$ cat src/rtl/dual_mod_divider.sv
module dual_mod_divider #(
  parameter int A_W   = 6,
  parameter int B_W   = 12,
  parameter int SEL_W = 2,
  parameter int PMIN  = 8,
  parameter int B_RST = 3
) (
  input  logic             clk,
  input  logic             rst_n,
  input  logic [SEL_W-1:0] psel,
  input  logic [A_W-1:0]   a_in,
  input  logic [B_W-1:0]   b_in,
  input  logic             load,
  input  logic             cnt_rst,
  input  logic             pdown,
  output logic             div_pulse,
  output logic             mod_ctl
);
  localparam int PMAX = PMIN << ((1 << SEL_W) - 1);
  localparam int PC_W = $clog2(PMAX) + 1;

  logic [A_W-1:0]   sh_a, a_cnt, a_nxt;
  logic [B_W-1:0]   sh_b, b_cnt;
  logic [SEL_W-1:0] sh_ps;
  logic [PC_W-1:0]  sh_p, cur_p, pre, start_pre;
  logic             hold, pre_end, last;

  assign hold      = cnt_rst | pdown;
  assign sh_p      = PC_W'(PMIN) << sh_ps;
  assign start_pre = (sh_a != '0) ? sh_p : sh_p - 1'b1;
  assign pre_end   = (pre == '0);
  assign last      = pre_end && (b_cnt == B_W'(1));
  assign a_nxt     = (a_cnt != '0) ? a_cnt - 1'b1 : a_cnt;

  assign div_pulse = !hold && last;
  assign mod_ctl   = !pdown && (a_cnt != '0);

  always_ff @(posedge clk or negedge rst_n) begin
    if (!rst_n) begin
      sh_a  <= '0;
      sh_b  <= B_W'(B_RST);
      sh_ps <= '0;
    end else if (load) begin
      sh_a  <= a_in;
      sh_b  <= b_in;
      sh_ps <= psel;
    end
  end

  always_ff @(posedge clk or negedge rst_n) begin
    if (!rst_n) begin
      b_cnt <= B_W'(B_RST);
      a_cnt <= '0;
      cur_p <= PC_W'(PMIN);
      pre   <= PC_W'(PMIN - 1);
    end else if (hold || last) begin
      b_cnt <= sh_b;
      a_cnt <= sh_a;
      cur_p <= sh_p;
      pre   <= start_pre;
    end else if (pre_end) begin
      b_cnt <= b_cnt - 1'b1;
      a_cnt <= a_nxt;
      pre   <= (a_nxt != '0) ? cur_p : cur_p - 1'b1;
    end else begin
      pre   <= pre - 1'b1;
    end
  end

  assert_single_pulse_R2: assert property (@(posedge clk) disable iff (!rst_n)
    div_pulse |=> !div_pulse);

  assert_legal_load_R4: assert property (@(posedge clk) disable iff (!rst_n)
    load |-> (b_in >= B_W'(3)) && (b_in >= B_W'(a_in)));

  assert_swallow_le_main_R4: assert property (@(posedge clk) disable iff (!rst_n)
    B_W'(a_cnt) <= b_cnt);

  assert_modfall_at_boundary_R5: assert property (@(posedge clk) disable iff (!rst_n)
    ($fell(mod_ctl) && !pdown && !cnt_rst && !$past(pdown) && !$past(cnt_rst))
      |-> ($past(pre) == '0));

  assert_hold_parks_R7: assert property (@(posedge clk) disable iff (!rst_n)
    (cnt_rst && !load) |=> (b_cnt == $past(sh_b)) && (a_cnt == $past(sh_a)));
endmodule

$ cat config.mk
export PLATFORM = sky130hd
export DESIGN_NAME = dual_mod_divider
export DESIGN_NICKNAME = d
export VERILOG_FILES = /design/src/rtl/dual_mod_divider.sv
export SDC_FILE = /design/constraint.sdc
export NUM_CORES = 1
export LEC_CHECK = 0
export ABC_AREA = 1
export BUFFER_PORTS_ARGS = -buffer_cell sky130_fd_sc_hd__buf_4
export CORE_MARGIN = 5
export CORE_UTILIZATION = 45
export CTS_BUF_LIST = sky130_fd_sc_hd__clkbuf_4
export DETAILED_ROUTE_END_ITERATION = 7
export SYNTH_ARGS = -nofsm -noshare
export SYNTH_HDL_FRONTEND = slang
export SYNTH_SLANG_ARGS = --single-unit
$ cat constraint.sdc
create_clock -name clk -period 2.15 [get_ports clk]
set_input_delay 0.645 -clock clk [delete_from_list [all_inputs] [get_ports clk]]
set_output_delay 0.645 -clock clk [all_outputs]
set_load 0.1 [all_outputs]
# Word level (Yosys, flattened, before mapping)
# Index checks and enable logic that the tools add are counted.
[op_classes]
addsub = 5
n_eq_ne = 1
shifts = 1
mux = 9
bitwise_logic = 1
reduce_logical = 11
[op_table]
columns = ["operator", "n"]
rows = [
  ["2-to-1 mux 7 bit", 4],
  ["2-to-1 mux 12 bit", 2],
  ["subtractor 7 x 1 -> 7 bit (second input constant)", 3],
  ["2-to-1 mux 6 bit", 3],
  ["nonzero test 6 bit", 3],
  ["equality test 12 x 1 -> 1 bit (second input constant)", 1],
  ["subtractor 12 x 1 -> 12 bit (second input constant)", 1],
  ["zero test 7 bit", 1],
  ["left shift 4 x 2 -> 7 bit (first input constant)", 1],
  ["subtractor 6 x 1 -> 6 bit (second input constant)", 1],
  ["logical AND 1 bit", 3],
  ["zero test 1 bit", 2],
  ["nonzero test 2 bit", 1],
  ["logical OR 1 bit", 1],
  ["bitwise OR 1 bit", 1],
]
[totals]
reg_bits = 52
inputBits = 25
output_inout_bits = 2

# Logic depth before layout (Yosys ltp)
[depth]
word_depth = 6
mapped_depth = 14

# Least setup slack after synthesis
# Ideal clock, no wire load.
[synth_timing]
path_kind = "register -> output"
start = "register b_cnt[0]"
end = "output port div_pulse"
arrival_time_ns = 2.348
required_time_ns = 1.505
setup_slack_ns = -0.843
stages_incl_launch_ff = 6
n_path_buf = 0
path_cell_list = "dfstp_2 ha_1 inv_1 nor4_1 nand4_1 nor2_1"
[synth_via]
elab_chain_cells = 3
[synth_lines]
columns = ["item", "line_no", "source"]
rows = [
  ["start, declared", "23", "logic [B_W-1:0] sh_b, b_cnt;"],
  ["start signal, assigned", "52", "b_cnt <= B_W'(B_RST);"],
  ["start signal, assigned", "62", "b_cnt <= b_cnt - 1'b1;"],
  ["equality test 12 x 1 -> 1 bit", "32", "assign last = pre_end && (b_cnt == B_W'(1));"],
  ["logical AND 1 bit", "32", ""],
  ["logical AND 1 bit", "35", "assign div_pulse = !hold && last;"],
  ["end, declared", "16", "output logic div_pulse,"],
]
# Every way passes these cells.

# Final worst setup path
# Ends and elaborated chain as after synthesis.

==> impl_metrics.env <==
export IMPL_status="finished, violations left"
export IMPL_violations="setup timing"
export IMPL_yosysSeqAreaShare=0.4495
export IMPL_die_x_um=88.18
export IMPL_ys_warnings_count=0
export IMPL_grt_pass1_wl_um=11100
export IMPL_power_density_nw_per_um2=742.2
export IMPL_num_vias=2389
export IMPL_syn_area_um2=2750
export IMPL_cts_clk_slew_worst_paths_ns=0.15
export IMPL_path_class="reg2out"
export IMPL_crit_fanout=2
export IMPL_nFillCells=540
export IMPL_drv_cap=0
export IMPL_grt_usage=0.1834
export IMPL_finalClockSkew_ns=0.02098
export IMPL_ys_types=35
export IMPL_antenna_found_initial=0
export IMPL_htree_levels=2
export IMPL_ys_flop_type="dfrtp_1"
export IMPL_combPwrFrac=0.327
export IMPL_r2r_cells=12
export IMPL_rows=28
export IMPL_yosys_top_cells_area="dfrtp_1, nand2_1, dfstp_2"
export IMPL_antenna_cells=0
export IMPL_cts_sinks=49
export IMPL_die_h_um=88.18
export IMPL_synth_most_common_cell="nand2_1"
export IMPL_swShare=0.3350
export IMPL_r2r_end="pre[6]"
export IMPL_drtIter0Drc=163
export IMPL_hold_viol=0
export IMPL_initial_core_util=0.4645
export IMPL_synth_edf_count=0
export IMPL_drt_antenna_violating_nets=0
export IMPL_slew_headroom=0.5759
export IMPL_grt_max_degree=50
export IMPL_area_growth_pct=23.75
export IMPL_drtPass1Iterations=4
export IMPL_cts_tree="built"
export IMPL_period_share=1.135
export IMPL_crit_required_ns=1.50
export IMPL_wl_um=6439
export IMPL_synth_largest_area_cell="dfrtp_1"
export IMPL_place_congestion=0.8484
export IMPL_dieArea_um2=7775
export IMPL_slew_viol_final=0
export IMPL_power_mw=2.526
export IMPL_p_int_mw=1.680
export IMPL_placed_area_um2=3163
export IMPL_p_leak_nw=1.603
export IMPL_tightest_slew_ns=0.6362
export IMPL_rsz0062_at_grt="yes"
export IMPL_async_flop_share=1.000
export IMPL_pre_cts_slack_ns=-0.1033
export IMPL_root_buffer="clkbuf_4"
export IMPL_setup_viol=1
export IMPL_synth_commonest_cells="nand2_1, dfrtp_1, inv_1"
export IMPL_clkPwrFrac=0.217
export IMPL_seq_power_share=0.456
export IMPL_core_area_um2=5921
export IMPL_synth_top_area_frac=0.3731
export IMPL_io_pins=27
export IMPL_yosys_register_bits=49
export IMPL_fin_setup_tns_ns=-0.2901
export IMPL_irDropWorstVdd_v=0.0003902
export IMPL_overflow=0
export IMPL_reg2reg_from="b_cnt[0]"
export IMPL_cp_end_kind="output port"
export IMPL_syn_instance_count=329
export IMPL_hold_path_class="in2async"
export IMPL_rrSetupSlack_ns=0.16
export IMPL_setup_ws_ns=-0.2901
export IMPL_syn_num_nets=360
export IMPL_cp_start_kind="flop"
export IMPL_switching_power_mw=0.8461
export IMPL_fmax_ghz=0.4098
export IMPL_cts_made_buffers=5
export IMPL_grt_pass1_vias=2435
export IMPL_io_buffers=26
export IMPL_avgRoutedWirePerCell_um=14.00
export IMPL_syn_area_per_cell_um2=8.359
export IMPL_worstSkewPairLatency_ns=0.37
export IMPL_period_needed_ns=2.440
export IMPL_hpwl_um=4644
export IMPL_cp_arrival_ns=1.80
export IMPL_final_util=0.5748
export IMPL_clockBufferDepth=2
export IMPL_nNetsFinal=415
export IMPL_stdcell_area_um2=3403
export IMPL_drive_gt1_frac=0.2857
export IMPL_drt_drc_violations_left=0
export IMPL_routed_via_density=5.193
[power groups by stage]
stage / clock network (mW) / logic, mW / registers, mW
floorplan: 0 / 0.503 / 1.15
CTS: 0.572 / 0.803 / 1.15
global placement: 0 / 0.744 / 1.16
global route: 0.606 / 0.930 / 1.17
finish: 0.548 / 0.825 / 1.15
detailed placement: 0 / 0.752 / 1.16
[flip-flops by register name, summed over array words and instances (netlist names)]
register	cells
cur_p	4
sh_ps	2
sh_a	6
pre	7
a_cnt	6
b_cnt	12
sh_b	12
[worst max-delay path by stage]
| stage | from | to | slack (ns) |
|---|---|---|---|
| final | b_cnt[0] | div_pulse | -0.29 |
| after global placement | b_cnt[0] | div_pulse | -0.11 |
| after global routing | pre[0] | div_pulse | -0.38 |
| after CTS | b_cnt[0] | div_pulse | -0.31 |
| after detailed placement | b_cnt[0] | div_pulse | -0.10 |
| after floorplan | b_cnt[0] | div_pulse | -0.10 |
[repair_timing]
action                                  4_1_cts  5_1_grt
endpoints found under the setup margin        2        6
pin swaps                                     4        1
hold endpoints to repair                      0        0
setup buffers                                 3        5
resized for setup                            16        8
hold buffers                                  0        0
[critical path: stages (launching register included)]
cell and delay (ns):
dfstp_2 0.58, ha_4 0.12, inv_2 0.04, nor4_4 0.15
nand4_1 0.20, nor2_4 0.15, buf_12 0.18
[routing by layer]
layer | vias up | track usage | part of all wire
met1 | 1123 | 0.2257 | 0.43
met3 | 16 | 0.03575 | 0.032
li1 | 1203 | - | -
met5 | - | 0 | 0
met4 | 0 | 0.06731 | 0.026
met2 | 47 | 0.3182 | 0.51
[cell families (layout without fill, tap and decap cells)]
logic type,Yosys count,after routing,share of synthesized area
flip-flops,49,49,0.4495
AND/OR/NAND/NOR,153,153,0.2470
multiplexers,14,14,0.05732
buffers and inverters,49,105,0.07961
adder cells (fa/ha/maj),6,6,0.02730
XOR/XNOR,10,10,0.03185
AO/OA/AOI/OAI,48,48,0.1074
[metrics by stage]
stage               hold slack (ns)  instances
floorplan                    0.3494        329
global placement             0.4728        444
detailed placement           0.4818        444
CTS                          0.2917        455
global route                 0.3039        460
finish                       0.2859        460
[layout by cell type (no fill, tap or decap), drive strengths merged]
master and instances:
or2 2, o221ai 7, dfrtp 41, nor3 5
a31o 1, o21bai 1, nand3 21, clkinv 1
clkbuf 6, nor4 2, xnor2 6, buf 57
a22oi 3, inv 40, nand4 9, dfstp 8
nand3b 1, o211ai 6, ha 6, nand2 78
o21ai 26, bufinv 1, nor2 35, a21oi 4
mux2 14, xor2 4
[layout make-up]
cell class,instances,area (um2),area share
Multi-Input combinational cell,231,1388,0.4077
Sequential cell,49,1236,0.3632
Timing Repair Buffer,57,456.7,0.1342
Inverter,40,150.1,0.04412
Tap cell,75,93.84,0.02757
Clock buffer,6,45.04,0.01324
Clock inverter,2,33.78,0.009926
(Power assumes the default switching activity.)
